File: config.mk
export PLATFORM = sky130hd
export DESIGN_NAME = keyed_wdt
export DESIGN_NICKNAME = d
export VERILOG_FILES = /design/src/rtl/keyed_wdt_pkg.sv /design/src/rtl/wdt_regfile.sv /design/src/rtl/wdt_prescaler.sv /design/src/rtl/wdt_downcount.sv /design/src/rtl/wdt_pulse.sv /design/src/rtl/keyed_wdt.sv
export SDC_FILE = /design/constraint.sdc
export NUM_CORES = 1
export LEC_CHECK = 0
export ABC_AREA = 0
export BUFFER_PORTS_ARGS = -buffer_cell sky130_fd_sc_hd__buf_2
export CAP_MARGIN = 20
export CORE_MARGIN = 2
export CORE_UTILIZATION = 57
export CTS_CLUSTER_DIAMETER = 30
export DETAILED_ROUTE_END_ITERATION = 6
export PLACE_DENSITY = 0.86
export SLEW_MARGIN = 5
export SYNTH_ARGS = -nofsm -noshare
export SYNTH_HDL_FRONTEND = slang
export SYNTH_SLANG_ARGS = --single-unit
File: constraint.sdc
create_clock -name clk_i -period 3.9 [get_ports clk_i]
set_input_delay 0.39 -clock clk_i [delete_from_list [all_inputs] [get_ports clk_i]]
set_output_delay 0.39 -clock clk_i [all_outputs]
set_load 0.005 [all_outputs]
File: src/rtl/keyed_wdt_pkg.sv
package keyed_wdt_pkg;

   localparam logic [3:0] OFS_MODE    = 4'h0;
   localparam logic [3:0] OFS_CTRL    = 4'h4;
   localparam logic [3:0] OFS_RESTART = 4'h8;
   localparam logic [3:0] OFS_STATUS  = 4'hC;

   typedef struct packed {
      logic [1:0] plen;
      logic       irq_en;
      logic       rst_en;
      logic       en;
   } wdt_mode_t;

endpackage

File: src/rtl/wdt_regfile.sv
module wdt_regfile
   import keyed_wdt_pkg::*;
#(
   parameter int              CRV_W       = 12,
   parameter logic [11:0]     MODE_KEY    = 12'hABC,
   parameter logic [15:0]     CTRL_KEY    = 16'h0092,
   parameter logic [31:0]     RESTART_KEY = 32'h0000_1999,
   parameter logic [CRV_W-1:0] RST_CRV    = '1,
   parameter logic [1:0]      RST_SEL     = 2'd3
) (
   input  logic             clk_i,
   input  logic             rst_ni,
   input  logic [3:0]       addr_i,
   input  logic [31:0]      wdata_i,
   input  logic             we_i,
   input  logic             re_i,
   input  logic             flag_i,
   output logic [31:0]      rdata_o,
   output wdt_mode_t        mode_o,
   output logic [CRV_W-1:0] crv_o,
   output logic [1:0]       psel_o,
   output logic             restart_o,
   output logic             en_rise_o
);

   logic      mode_wr, ctrl_wr;
   wdt_mode_t mode_q;
   logic [CRV_W-1:0] crv_q;
   logic [1:0] psel_q;

   assign mode_wr   = we_i && (addr_i == OFS_MODE) && (wdata_i[23:12] == MODE_KEY);
   assign ctrl_wr   = we_i && (addr_i == OFS_CTRL) && (wdata_i[31:16] == CTRL_KEY);
   assign restart_o = we_i && (addr_i == OFS_RESTART) && (wdata_i == RESTART_KEY);
   assign en_rise_o = mode_wr && wdata_i[0] && !mode_q.en;

   always_ff @(posedge clk_i or negedge rst_ni) begin
      if (!rst_ni) begin
         mode_q <= '0;
         crv_q  <= RST_CRV;
         psel_q <= RST_SEL;
      end else begin
         if (mode_wr) begin
            mode_q.en     <= wdata_i[0];
            mode_q.rst_en <= wdata_i[1];
            mode_q.irq_en <= wdata_i[2];
            mode_q.plen   <= wdata_i[5:4];
         end
         if (ctrl_wr) begin
            crv_q  <= wdata_i[CRV_W+1:2];
            psel_q <= wdata_i[1:0];
         end
      end
   end

   always_ff @(posedge clk_i or negedge rst_ni) begin
      if (!rst_ni) begin
         rdata_o <= '0;
      end else if (re_i) begin
         unique case (addr_i)
            OFS_MODE:   rdata_o <= {26'd0, mode_q.plen, 1'b0, mode_q.irq_en,
                                    mode_q.rst_en, mode_q.en};
            OFS_CTRL:   rdata_o <= 32'({crv_q, psel_q});
            OFS_STATUS: rdata_o <= {31'd0, flag_i};
            default:    rdata_o <= '0;
         endcase
      end
   end

   assign mode_o = mode_q;
   assign crv_o  = crv_q;
   assign psel_o = psel_q;

endmodule

File: src/rtl/wdt_prescaler.sv
module wdt_prescaler #(
   parameter int BASE_LOG2 = 3,
   parameter int STEP_LOG2 = 3,
   localparam int PRE_W    = BASE_LOG2 + 3 * STEP_LOG2
) (
   input  logic       clk_i,
   input  logic       rst_ni,
   input  logic       run_i,
   input  logic       clear_i,
   input  logic [1:0] sel_i,
   output logic       tick_o
);

   logic [PRE_W-1:0] cnt_q;
   logic [PRE_W-1:0] div_m1;
   logic             wrap;

   always_comb begin
      div_m1 = PRE_W'((32'd1 << (BASE_LOG2 + STEP_LOG2 * 32'(sel_i))) - 32'd1);
   end

   assign wrap   = cnt_q >= div_m1;
   assign tick_o = run_i && !clear_i && wrap;

   always_ff @(posedge clk_i or negedge rst_ni) begin
      if (!rst_ni)                 cnt_q <= '0;
      else if (clear_i || !run_i)  cnt_q <= (clear_i) ? '0 : cnt_q;
      else if (wrap)               cnt_q <= '0;
      else                         cnt_q <= cnt_q + 1'b1;
   end

endmodule

File: src/rtl/wdt_downcount.sv
module wdt_downcount #(
   parameter int               CRV_W      = 12,
   parameter int               SCALE_LOG2 = 12,
   parameter logic [CRV_W-1:0] RST_CRV    = '1,
   localparam int              CNT_W      = CRV_W + SCALE_LOG2
) (
   input  logic             clk_i,
   input  logic             rst_ni,
   input  logic             reload_i,
   input  logic [CRV_W-1:0] crv_i,
   input  logic             tick_i,
   output logic             expire_o,
   output logic             flag_o,
   output logic [CNT_W-1:0] cnt_o
);

   logic [CNT_W-1:0] cnt_q;
   logic             flag_q;
   logic             last;

   assign last     = cnt_q <= CNT_W'(1);
   assign expire_o = tick_i && !flag_q && !reload_i && last;

   always_ff @(posedge clk_i or negedge rst_ni) begin
      if (!rst_ni) begin
         cnt_q  <= {RST_CRV, {SCALE_LOG2{1'b0}}};
         flag_q <= 1'b0;
      end else if (reload_i) begin
         cnt_q  <= {crv_i, {SCALE_LOG2{1'b0}}};
         flag_q <= 1'b0;
      end else if (tick_i && !flag_q) begin
         if (last) begin
            cnt_q  <= '0;
            flag_q <= 1'b1;
         end else begin
            cnt_q  <= cnt_q - 1'b1;
         end
      end
   end

   assign flag_o = flag_q;
   assign cnt_o  = cnt_q;

endmodule

File: src/rtl/wdt_pulse.sv
module wdt_pulse #(
   parameter int  LSEL_W = 2,
   localparam int PC_W   = (1 << LSEL_W) + 1
) (
   input  logic              clk_i,
   input  logic              rst_ni,
   input  logic              fire_i,
   input  logic [LSEL_W-1:0] len_sel_i,
   output logic              pulse_o
);

   logic [PC_W-1:0] left_q;
   logic [PC_W-1:0] len;

   assign len = PC_W'(2) << len_sel_i;

   always_ff @(posedge clk_i or negedge rst_ni) begin
      if (!rst_ni)                         left_q <= '0;
      else if (fire_i && left_q == '0)     left_q <= len;
      else if (left_q != '0)               left_q <= left_q - 1'b1;
   end

   assign pulse_o = left_q != '0;

endmodule

File: src/rtl/keyed_wdt.sv
module keyed_wdt
   import keyed_wdt_pkg::*;
#(
   parameter int               CRV_W       = 12,
   parameter int               SCALE_LOG2  = 12,
   parameter logic [11:0]      MODE_KEY    = 12'hABC,
   parameter logic [15:0]      CTRL_KEY    = 16'h0092,
   parameter logic [31:0]      RESTART_KEY = 32'h0000_1999,
   parameter logic [CRV_W-1:0] RST_CRV     = '1,
   localparam int              CNT_W       = CRV_W + SCALE_LOG2
) (
   input  logic        clk_i,
   input  logic        rst_ni,
   input  logic [3:0]  bus_addr_i,
   input  logic [31:0] bus_wdata_i,
   input  logic        bus_we_i,
   input  logic        bus_re_i,
   output logic [31:0] bus_rdata_o,
   output logic        wdt_irq_o,
   output logic        wdt_rst_o
);

   if (CRV_W < 1 || CRV_W > 14) begin : g_bad_crv
      $error("keyed_wdt: CRV_W must lie in 1..14 to stay below the control key");
   end
   if (SCALE_LOG2 < 0 || CNT_W > 31) begin : g_bad_scale
      $error("keyed_wdt: SCALE_LOG2 out of range");
   end

   wdt_mode_t        mode;
   logic [CRV_W-1:0] crv;
   logic [1:0]       psel;
   logic             restart, en_rise, reload;
   logic             tick, expire, flag;
   logic [CNT_W-1:0] cnt;

   wdt_regfile #(
      .CRV_W(CRV_W), .MODE_KEY(MODE_KEY), .CTRL_KEY(CTRL_KEY),
      .RESTART_KEY(RESTART_KEY), .RST_CRV(RST_CRV), .RST_SEL(2'd3)
   ) i_regs (
      .clk_i, .rst_ni,
      .addr_i(bus_addr_i), .wdata_i(bus_wdata_i), .we_i(bus_we_i), .re_i(bus_re_i),
      .flag_i(flag), .rdata_o(bus_rdata_o),
      .mode_o(mode), .crv_o(crv), .psel_o(psel),
      .restart_o(restart), .en_rise_o(en_rise)
   );

   assign reload = restart || en_rise;

   wdt_prescaler #(.BASE_LOG2(3), .STEP_LOG2(3)) i_pre (
      .clk_i, .rst_ni, .run_i(mode.en), .clear_i(reload), .sel_i(psel), .tick_o(tick)
   );

   wdt_downcount #(.CRV_W(CRV_W), .SCALE_LOG2(SCALE_LOG2), .RST_CRV(RST_CRV)) i_down (
      .clk_i, .rst_ni, .reload_i(reload), .crv_i(crv), .tick_i(tick),
      .expire_o(expire), .flag_o(flag), .cnt_o(cnt)
   );

   wdt_pulse #(.LSEL_W(2)) i_pulse (
      .clk_i, .rst_ni, .fire_i(expire && mode.rst_en), .len_sel_i(mode.plen),
      .pulse_o(wdt_rst_o)
   );

   assign wdt_irq_o = flag && mode.irq_en;

endmodule

## After elaboration in Yosys (flattened, before gate mapping)

Cells that the tools add are included.

- Input bits: 40
- Logic and storage cells: 68
- Bits in registers: 93

- Order comparisons: 2
- Equal/unequal tests: 7
- Reductions and logical operators: 28
- Shift-type cells: 2
- $add $sub $neg: 5
- Multiplexer cells: 12
- Multiply operators: 1

Operators by type and width:

| operator | number |
|---|---|
| 24-bit 2-to-1 mux | 3 |
| 14-bit one-hot mux with 3 select lines | 1 |
| 12-bit 2-to-1 mux | 3 |
| 32-bit by 13-bit == test with 1-bit output (second input constant) | 1 |
| 1-bit by 32-bit left shift with 12-bit output (first input constant) | 1 |
| 24-bit by 1-bit <= comparator with 1-bit output (second input constant) | 1 |
| 24-bit by 1-bit subtractor with 24-bit output (second input constant) | 1 |
| 16-bit by 8-bit == test with 1-bit output (second input constant) | 1 |
| 1-bit logical AND | 16 |
| 12-bit by 1-bit adder with 12-bit output (second input constant) | 1 |
| 12-bit == test (second input constant) | 1 |
| 12-bit >= comparator | 1 |
| 12-bit by 1-bit subtractor with 12-bit output (second input constant) | 1 |
| 5-bit 2-to-1 mux | 2 |
| 4-bit == test (second input constant) | 2 |
| 2-bit nonzero test | 3 |
| 2-bit by 4-bit adder with 5-bit output (first input constant) | 1 |
| 5-bit zero test | 1 |
| 5-bit nonzero test | 1 |
| 2-bit by 2-bit left shift with 5-bit output (first input constant) | 1 |
| 5-bit by 1-bit subtractor with 5-bit output (second input constant) | 1 |
| 4-bit by 3-bit == test with 1-bit output (second input constant) | 1 |
| 4-bit zero test | 1 |
| 2-bit by 2-bit multiplier with 4-bit output (first input constant) | 1 |
| other kinds (5) | 10 |

## Longest topological paths before layout

Gate-level depths: netlist of the first run.

- Word-level depth: 15
- Mapped depth: 12
- Depth with buffers taken out: 11

## Cells and area by module

A second synthesis of the first run with hierarchy kept.

- Cells, all modules: 493
- Area total of the unflattened synthesis: 4658.2 um^2

By module, submodules not included:

| module | times used | sequential area each (um^2) | area an instance (um^2) | cells each |
|---|---|---|---|---|
| wdt_regfile | 1 | 843.3 | 1726.7 | 153 |
| wdt_downcount | 1 | 640.6 | 1579.0 | 188 |
| wdt_prescaler | 1 | 300.3 | 1052.3 | 122 |
| wdt_pulse | 1 | 125.1 | 281.5 | 27 |
| keyed_wdt | 1 | 0.0 | 18.8 | 3 |

## Least setup slack after synthesis of the first run

No wires, ideal clock.

- Kind: register -> register
- Start point: register i_regs.psel_q[1], in the netlist i_regs.psel_o[1]
- End point: register i_down.cnt_q[23], in the netlist i_down.cnt_o[23]
- Cell stages (with the launch flop): 12
- Path buffers: 0
- Setup time: 98 ps
- Data required time: 3802 ps
- Setup slack: 993 ps
- Arrival time: 2809 ps
- Cells stage by stage: dfstp_2 -> and2_1 -> ha_1 -> nand2b_1 -> nor3_1 -> ha_1 -> o21ai_0 -> a211oi_1 -> o21ai_0 -> a211o_1 -> or3_1 -> o311ai_1

- Cells in the longest elaborated chain, start to end: 8

RTL lines:

| element | RTL line | source |
|---|---|---|
| from (decl) | wdt_regfile.sv:29 | `logic [1:0] psel_q;` |
| from (signal assigned) | wdt_regfile.sv:50 | `psel_q <= wdata_i[1:0];` |
| 2-bit by 2-bit multiplier with 4-bit output | wdt_prescaler.sv:19 | `div_m1 = PRE_W'((32'd1 << (BASE_LOG2 + STEP_LOG2 * 32'(sel_i))) - 32'd1);` |
| 2-bit by 4-bit adder with 5-bit output | wdt_prescaler.sv:19 |  |
| 1-bit by 32-bit left shift with 12-bit output | wdt_prescaler.sv:19 |  |
| 12-bit by 1-bit subtractor with 12-bit output | wdt_prescaler.sv:19 |  |
| 12-bit >= comparator | wdt_prescaler.sv:22 | `assign wrap = cnt_q >= div_m1;` |
| 1-bit logical AND | wdt_prescaler.sv:23 | `assign tick_o = run_i && !clear_i && wrap;` |
| 1-bit logical AND | wdt_downcount.sv:31 | `end else if (tick_i && !flag_q) begin` |
| 2-bit nonzero test (no line) | - |  |
| to (signal assigned) | wdt_downcount.sv:26 | `cnt_q <= {RST_CRV, {SCALE_LOG2{1'b0}}};` |
| to (signal assigned) | wdt_downcount.sv:29 | `cnt_q <= {crv_i, {SCALE_LOG2{1'b0}}};` |
| to (signal assigned) | wdt_downcount.sv:36 | `cnt_q <= cnt_q - 1'b1;` |
| to (decl) | wdt_downcount.sv:17 | `logic [CNT_W-1:0] cnt_q;` |

Every way passes these cells.
A chain may end at the register's enable or synchronous reset.

## Worst setup path after layout of the first run

- Start point: register i_regs.psel_q[1], in the netlist i_regs.psel_o[1]
- End point: register i_down.cnt_q[2], in the netlist i_down.cnt_o[2]

The elaborated chain is that of the path after synthesis.

==> results of run 1 <==
power by group:
part,internal [mW],total [mW],switching [mW]
combinational,0.0587,0.135,0.0764
clock,0.242,0.579,0.336
sequential,0.810,0.856,0.0458
total,1.11,1.57,0.458
synth_stat cells (5+ instances only):
cell type | instances | share of area [%]
a211oi_1 | 5 | 0.82
a21oi_1 | 16 | 1.8
a32oi_1 | 7 | 1.3
and2_1 | 6 | 0.82
and3_1 | 9 | 1.2
buf_4 | 18 | 3.0
clkbuf_1 | 14 | 1.1
dfrtp_1 | 49 | 27
dfstp_2 | 26 | 15
ha_1 | 16 | 4.4
inv_1 | 34 | 2.8
mux2_2 | 22 | 5.4
mux2i_1 | 8 | 1.8
nand2_1 | 44 | 3.6
nand3_1 | 32 | 3.5
nand4_1 | 11 | 1.5
nor2_1 | 21 | 1.7
nor2b_1 | 7 | 0.96
nor3_1 | 15 | 1.6
nor4_1 | 8 | 1.1
o211ai_1 | 10 | 1.6
o21ai_0 | 29 | 3.2
or4_1 | 5 | 0.82
xnor2_1 | 5 | 0.96
cells in the final DEF (no fill, tap or decap), types with 9 or more instances in the layout:
cell type	count
a21oi_1	16
and3_1	9
buf_2	55
clkbuf_8	9
conb_1	18
dfrtp_1	49
dfstp_2	26
ha_1	16
inv_1	34
mux2_2	22
nand2_1	44
nand3_1	32
nand4_1	11
nor2_1	21
nor3_1	14
o211ai_1	10
o21ai_0	29
registers in the layout, indices dropped and copies added, names as in the netlist:
signal and cells:
i_regs.crv_o 12, i_regs.mode_o 5, i_regs.rdata_o 14, i_down.flag_o 1, i_pulse.left_q 5, i_pre.cnt_q 12
i_regs.psel_o 2, i_down.cnt_o 24
critical path, cell delays in order, from the launching register on:
cell and delay (ns):
dfstp_2 0.60, and2_1 0.17, ha_1 0.24, nand2b_1 0.17, nor3_1 0.19, ha_1 0.15, o21ai_0 0.09, a211oi_1 0.31
o21ai_0 0.24, a211oi_2 0.46, nand2_1 0.33, o311ai_1 0.35
cells by family after synthesis:
| kind of cell | Yosys count |
|---|---|
| other | 1 |
| buffers and inverters | 72 |
| XOR/XNOR | 7 |
| multiplexers | 30 |
| AND/OR/NAND/NOR | 181 |
| flip-flops | 75 |
| adder cells (fa/ha/maj) | 16 |
| AO/OA/AOI/OAI | 102 |
metal layers:
metal  global-route usage (%)  routed length [microns]  vias up
met5                        0                        0        -
met4                     11.2                      264        0
met3                     3.22                      738       29
met2                     40.5                     5380      193
met1                     36.0                     4760     1956
li1                         -                        -     1836
final cells by class:
cell class	instances	area share [%]
clock inverter	7	1.16
multi-input combinational	354	47.2
sequential	75	37.7
tap	102	2.52
clock buffer	9	2.45
inverter	35	2.59
timing repair buffer	61	6.40
worst paths after layout:
check / to / start / slack, ns
worst max-delay path: i_down.cnt_o[2] / i_regs.psel_o[1] / 0.48
worst min-delay path: i_pre.cnt_q[7] / rst_ni / 0.02
worst max register to register: i_down.cnt_o[2] / i_regs.psel_o[1] / 0.48
worst min register to register: i_down.cnt_o[14] / i_down.cnt_o[14] / 0.51
max in group asynchronous: i_down.cnt_o[2] / rst_ni / 2.83
min in group clk_i: i_regs.crv_o[5] / bus_wdata_i[7] / 0.28
stage by stage:
stage                     instance area (sq um)  power [mW]  setup slack [ns]  utilization, %
final                                      5060        1.57             0.481            65.2
after global routing                       5060        1.63             0.186            65.2
after CTS                                  5050        1.57             0.493            65.1
after detailed placement                   4870        1.00             0.526            62.7
after global placement                     4870       0.995             0.770            62.7
after floorplan                            4640       0.945             0.993               -
==> impl_metrics.tcl, run 1 <==
set metrics [dict create \
    synth_cell_type_count 69 \
    start_util_pct 58.9 \
    diodes 0 \
    skew_ns 0.0197 \
    syn_avg_cell_area_sq_um 9.45 \
    cts_setup_buffers 0 \
    syn_to_final_growth_pct 10.8 \
    drcViolationCount 0 \
    p_leak_nw 2.29 \
    cp.required_ns 4.14 \
    die_x_microns 93.6 \
    first_pass_iters 6 \
    tightestPinTransition_ns 0.798 \
    overflow 0 \
    nNetsFinal 592 \
    drive_gt1_share_pct 26.1 \
    synthFlopType "dfrtp_1" \
    num_io_pins 74 \
    port_buffers 55 \
    dieArea_sq_um 8760 \
    synth_top_family_by_area "simple AND/OR/NAND/NOR gates" \
    max_freq_mhz 292 \
    dpl.cell_count 626 \
    clock-sinks 75 \
    synth-simple-area-share_pct 22.1 \
    irDropWorstVdd_uv 239 \
    worstSetupStartpointType "flop" \
    grt_pass1_vias 3699 \
    final_cells 643 \
    syn-cell-area_sq_um 4570 \
    cts.clk_slew.worst_paths_ns 0.10 \
    power_density_nw_per_um2 310 \
    wl_per_cell_microns 17.3 \
    yosys-mux-area-fraction_pct 7.17 \
    vias_per_cell 6.24 \
    slew_violations 0 \
    grt_max_degree 51 \
    synth_cells 484 \
    maxCapViolations 0 \
    grt_usage_pct 25.7 \
    cp_max_fo 8 \
    cts_buffers 9 \
    crit_arrival_ns 3.66 \
    status "finished, final reports clean" \
    die_h_microns 93.6 \
    min_period_over_period_pct 87.7 \
    antenna_left 0 \
    rsz0062_at_grt "false" \
    cts-root-buf "clkbuf_8" \
    hold_viol 0 \
    setup_viol 0 \
    seqCellArea_sq_um 1910 \
    core_sq_um 7770 \
    grt_pass1_wl_mm 17.9 \
    n_fill_cell 602 \
    clockBufferDepth 2 \
    synth_xor_area_share_pct 1.34 \
    seq_area_frac_synth_pct 41.8 \
    multi_input_area_sq_um 2390 \
    critical_path_class "reg -> reg" \
    setup_tns_ns 0 \
    yosys.area_share.adder_pct 4.38 \
    r2r_cells 11 \
    post-route-min-period_ns 3.42 \
    gp_congestion 0.893 \
    hold_slack_ns 0.0179 \
    antenna_found_initial 0 \
    synth_edf_count 0 \
    yosys_warnings 0 \
    synth_compound_area_share_pct 15.5 \
    clk_latency_ns 0.36 \
    cts_resized 0 \
    hold_buffers 0 \
    cts_tree "built" \
    place_hpwl_mm 7.82 \
    h-tree-depth 3 \
    hold_class "in -> async" \
    fp-row-count 32 \
    synth-seq-cells 75 \
    async_flop_share_pct 100 \
    end_kind "flop" \
    vias 4014 \
    slew_headroom_pct 46.7 \
    wl_mm 11.1 \
    drt-initial-drc-count 297 \
]
Note: power is estimated with default switching activity, not from simulation.
==> run 2, diff against run 1 <==
--- a/config.mk
+++ b/config.mk
@@ -5,7 +5,7 @@
 export SDC_FILE = /design/constraint.sdc
 export NUM_CORES = 1
 export LEC_CHECK = 0
-export ABC_AREA = 0
+export ABC_AREA = 1
 export BUFFER_PORTS_ARGS = -buffer_cell sky130_fd_sc_hd__buf_2
 export CAP_MARGIN = 20
 export CORE_MARGIN = 2
==> impl_metrics.tcl, run 2 <==
set metrics [dict create \
    crit_arrival_ns 3.16 \
    clock-sinks 75 \
    setup_tns_ns 0 \
    drt-initial-drc-count 307 \
    skew_ns 0.0145 \
    grt_usage_pct 25.3 \
    first_pass_iters 7 \
    hold_class "in -> async" \
    power_density_nw_per_um2 280 \
    synth_area_leaders "dfrtp_1 (26%), dfstp_2 (15%), nand2_1 (11%)" \
    die_h_microns 94.9 \
    syn_to_final_growth_pct 10.2 \
    cp_max_fo 18 \
    synth_top_family_by_area "simple AND/OR/NAND/NOR gates" \
    tightestPinTransition_ns 0.944 \
    irDropWorstVdd_uv 154 \
    yosys-mux-area-fraction_pct 2.15 \
    dpl.cell_count 748 \
    grt_max_degree 76 \
    comb_power_share_pct 5.3 \
    diodes 0 \
    status "finished, final reports clean" \
    synth_cell_type_count 43 \
    cts-root-buf "clkbuf_8" \
    wl_mm 10.9 \
    h-tree-depth 3 \
    synth_edf_count 0 \
    maxCapViolations 0 \
    slew_headroom_pct 37.0 \
    seq_area_frac_synth_pct 40.6 \
    cts.clk_slew.worst_paths_ns 0.08 \
    vias 4205 \
    final_cells 764 \
    min_period_over_period_pct 73.9 \
    setup_viol 0 \
    synth_cells 598 \
    grt_pass1_vias 3986 \
    synth-simple-area-share_pct 26.9 \
    clk_latency_ns 0.36 \
    antenna_left 0 \
    overflow 0 \
    drcViolationCount 0 \
    vias_per_cell 5.50 \
    num_io_pins 74 \
    syn_avg_cell_area_sq_um 7.87 \
    largest_reg_flops 24 \
    yosys_warnings 0 \
    syn-cell-area_sq_um 4710 \
    start_util_pct 58.2 \
    power.switching_mw 0.352 \
    max_freq_mhz 347 \
    hold_viol 0 \
    gp_congestion 0.889 \
    p_sw_share_pct 24.2 \
    yosysTopAreaCellShare_pct 26.0 \
    dieArea_sq_um 9000 \
    post-route-min-period_ns 2.88 \
    mostFrequentLayoutCells "nand2_1 (137), inv_1 (79), nor2_1 (64), buf_2 (55), dfrtp_1 (49)" \
    synthTopCellsByCount "nand2_1 (137), inv_1 (79), nor2_1 (64), dfrtp_1 (49), o21ai_0 (36)" \
    nNetsFinal 710 \
    layout_commonest_cell "nand2_1" \
    antenna_found_initial 0 \
    core_sq_um 8090 \
    cts_resized 0 \
    cts_buffers 9 \
    fp-row-count 33 \
    clockBufferDepth 2 \
    p_leak_nw 2.50 \
    slew_violations 0 \
    yosys.area.top_type "dfrtp_1" \
    grt_pass1_wl_mm 18.1 \
    cts_tree "built" \
    cp.required_ns 4.17 \
    yosys.area_share.adder_pct 4.25 \
    port_buffers 55 \
    wl_per_cell_microns 14.2 \
    power_frac_clock_pct 40.9 \
    end_kind "flop" \
    synth_compound_area_share_pct 10.9 \
    die_x_microns 94.9 \
    worstSetupStartpointType "flop" \
    final_util_pct 64.1 \
    async_flop_share_pct 100 \
    seqPwrFrac_pct 53.8 \
    cts_setup_buffers 0 \
    synth-seq-cells 75 \
    yosys.cell_count.top_type "nand2_1" \
    hold_buffers 0 \
    drive_gt1_share_pct 20.0 \
    critical_path_class "reg -> reg" \
    place_hpwl_mm 8.11 \
    rsz0062_at_grt "false" \
    n_fill_cell 657 \
    p_int_mw 1.10 \
    placed_area_sq_um 4990 \
    synthFlopType "dfrtp_1" \
    fin_area_sq_um 5190 \
    synth_xor_area_share_pct 4.46 \
]
run 2: routing by layer:
metal / global-route usage, % / up-vias / wire length [microns]
li1: - / 2035 / -
met1: 33.6 / 1992 / 4810
met2: 41.7 / 153 / 5240
met3: 4.15 / 25 / 603
met4: 9.18 / 0 / 215
met5: 0 / - / 0
run 2: power groups by stage:
stage	combinational (mW)	sequential, mW	clock [mW]
after floorplan	0.0421	0.795	0
after global placement	0.0740	0.795	0
after detailed placement	0.0760	0.795	0
after CTS	0.0765	0.781	0.601
after global routing	0.0882	0.781	0.629
final	0.0763	0.781	0.593
run 2: cell families after synthesis:
logic type | after synthesis
flops | 75
compound gates | 81
other cells | 1
xor+xnor | 24
buf+inv | 111
mux | 9
fa+ha+maj | 16
simple gates | 281
run 2: worst max-delay path, cell delays in order (launching register included):
cell	delay (ns)
dfstp_2	0.60
nand2_1	0.13
inv_1	0.08
ha_1	0.25
a31oi_1	0.18
ha_1	0.26
nand2_1	0.07
inv_1	0.05
nand2_1	0.06
nand2_1	0.04
nand2_1	0.05
nand2_1	0.08
a21oi_4	0.34
nor2_8	0.10
nor2_8	0.24
inv_2	0.12
o22ai_1	0.14
run 2: path summary, 6_finish.rpt:
kind | start | end | slack (ns) | depth (start not counted)
worst min-delay path | rst_ni | i_down.cnt_o[2] | 0.25 | 2
worst max-delay path | i_regs.psel_o[1] | i_down.cnt_o[1] | 1.02 | 16
max in group asynchronous | rst_ni | i_pulse.left_q[3] | 3.03 | 2
worst max register to register | i_regs.psel_o[1] | i_down.cnt_o[1] | 1.02 | 16
worst min register to register | i_pulse.left_q[0] | i_pulse.left_q[0] | 0.50 | 1
min in group clk_i | bus_wdata_i[9] | i_regs.crv_o[7] | 0.27 | 3
run 2: layout make-up:
type | instances | area [sq um] | share of cell area [%]
clock buffers | 10 | 128 | 2.46
clock inverters | 6 | 66.3 | 1.28
inverters | 83 | 312 | 6.01
multi-input cells | 429 | 2360 | 45.5
flip-flops and latches | 75 | 1910 | 36.8
well taps | 105 | 131 | 2.53
repair buffers | 56 | 283 | 5.45
run 2: per-stage QoR:
stage	hold WS (ns)	setup slack [ns]	power, mW
6_report	0.246	1.02	1.45
5_1_grt	0.283	0.819	1.50
4_1_cts	0.262	1.03	1.46
3_5_place_dp	0.489	1.04	0.871
3_3_place_gp	0.486	1.20	0.869
2_1_floorplan	0.0944	1.22	0.837
==> run 3, diff against run 2 <==
==> constraint.sdc (replaced) <==
create_clock -name clk_i -period 2.7 [get_ports clk_i]
set_input_delay 0.27 -clock clk_i [delete_from_list [all_inputs] [get_ports clk_i]]
set_output_delay 0.27 -clock clk_i [all_outputs]
set_load 0.005 [all_outputs]
==> impl_metrics.tcl, run 3 (same netlist as run 2, synthesis figures left out) <==
set metrics [dict create \
    status "finished with violations" \
    violations "setup timing" \
    grt_pass1_wl_mm 18.9 \
    final_util_pct 67.3 \
    layout_commonest_cell "nand2_1" \
    num_io_pins 74 \
    diodes 0 \
    max_freq_mhz 362 \
    dieArea_sq_um 9000 \
    vias 4255 \
    total_power_mw 2.10 \
    hold_viol 0 \
    nNetsFinal 726 \
    drcViolationCount 0 \
    clock-sinks 75 \
    cp.required_ns 2.96 \
    crit_end "i_pre.cnt_q[11]" \
    wl_mm 11.6 \
    grt_max_degree 46 \
    drive_gt1_share_pct 24.0 \
    cp_slowest_cell "dfstp_2" \
    mostFrequentLayoutCells "nand2_1 (134), inv_1 (76), nor2_1 (62), buf_2 (55), dfrtp_1 (49)" \
    post-place-ws_ns -0.0175 \
    setup_tns_ns -0.101 \
    cts_buffers 9 \
    critical_path_class "reg -> reg" \
    die_h_microns 94.9 \
    r2r_setup_slack_ns -0.06 \
    grt_pass1_vias 4171 \
    largest_reg_flops 24 \
    grt_use_met3_pct 3.51 \
    slew_violations 0 \
    cts_tree "built" \
    placed_area_sq_um 5070 \
    slew_headroom_pct 50.3 \
    fp-row-count 33 \
    die_x_microns 94.9 \
    fin_area_sq_um 5450 \
    core_sq_um 8090 \
    cts.clk_slew.worst_paths_ns 0.09 \
    busiest_layer "met2" \
    critical_path.startpoint "i_regs.psel_o[0]" \
    post-route-min-period_ns 2.76 \
    gr-usage-met1_pct 34.8 \
    r2r_cells 18 \
    crit_top_cell "nand2_1" \
    p_leak_nw 2.64 \
    power_density_nw_per_um2 385 \
    irDropWorstVdd_uv 230 \
    crit_arrival_ns 3.03 \
    min_period_over_period_pct 102 \
    cp_max_fo 6 \
    worstSetupStartpointType "flop" \
    port_buffers 55 \
    tightestPinTransition_ns 0.746 \
    maxCapViolations 0 \
    syn_to_final_growth_pct 15.8 \
    setup_viol 5 \
    h-tree-depth 3 \
    grtUsageMet2_pct 45.1 \
    r2r_end "i_pre.cnt_q[11]" \
    skew_ns 0.0160 \
    overflow 0 \
    clockBufferDepth 2 \
    hold_class "in -> reg" \
    hold_slack_ns 0.150 \
    grt_usage_pct 26.8 \
    max_stage_delay_ns 0.61 \
    gp_congestion 0.937 \
    regToRegStartpoint "i_regs.psel_o[0]" \
    start_util_pct 58.2 \
    final.setup.worst_slack_ns -0.0643 \
    cts-root-buf "clkbuf_8" \
    first_pass_iters 4 \
    clk_latency_ns 0.36 \
    place_hpwl_mm 8.27 \
    dpl.cell_count 754 \
    vias_per_cell 5.46 \
    end_kind "flop" \
    crit_path_cell_trace "inv_4, nor2_4, ha_4, inv_1, a31oi_4, ha_4, nand2_2, inv_2, nand2_1, nand2_1, nand2_1, nand2_2, a21oi_4, buf_4, inv_1, nor2_1, nand2_1, o21ai_0" \
    drt-initial-drc-count 302 \
    final_cells 780 \
    antenna_found_initial 0 \
    antenna_left 0 \
    wl_per_cell_microns 14.9 \
]
==> run 3: cell count changes in the layout (fill, tap and decap cells not counted), moves of 3 or more <==
cell / before / now
buf_4: 1 / 11
buf_12: 0 / 3
clkbuf_8: 9 / 12
inv_1: 79 / 76
nand2_1: 137 / 134
==> run 3: worst min path at each step <==
stage / start / cells after the start / endpoint
floorplan: rst_ni / 0 / i_down.cnt_o[0]
global placement: rst_ni / 1 / i_pulse.left_q[0]
detailed placement: rst_ni / 1 / i_pulse.left_q[1]
CTS: bus_wdata_i[9] / 3 / i_regs.crv_o[7]
global route: bus_wdata_i[10] / 3 / i_regs.crv_o[8]
finish: bus_wdata_i[9] / 3 / i_regs.crv_o[7]
==> run 3: worst max-delay path, delay by kind of cell (launching register included) <==
kind / cells / cell delay (ns)
compound gates: 3 / 0.55
fa+ha+maj: 2 / 0.38
buf+inv: 5 / 0.44
flops: 1 / 0.61
simple gates: 8 / 0.69
==> run 3: layout make-up <==
class	count	area (sq um)
fillers	652	2640
flip-flops and latches	75	1910
multi-input cells	429	2440
clock inverters	4	30.0
clock buffers	12	165
repair buffers	72	464
inverters	83	314
well taps	105	131
==> run 3: where the power goes <==
group / switching (mW) / leakage (nW) / internal [mW]
sequential: 0.00195 / 0.869 / 1.13
combinational: 0.0769 / 1.67 / 0.0387
clock: 0.440 / 0.0994 / 0.415
total: 0.519 / 2.64 / 1.58
==> run 3: per-layer routing <==
layer / wire length [microns] / up-vias / share of wire [%]
li1: - / 2060 / -
met1: 4880 / 2009 / 42
met2: 5770 / 157 / 50
met3: 630 / 29 / 5.4
met4: 333 / 0 / 2.9
met5: 0 / - / 0
==> run 3: timing repair <==
item	CTS	global route
resized for setup	0	19
setup endpoints to repair	10	40
pin swaps	0	8
cloned	0	1
setup buffers	4	4
hold buffers	1	0
hold endpoints to repair	11	0
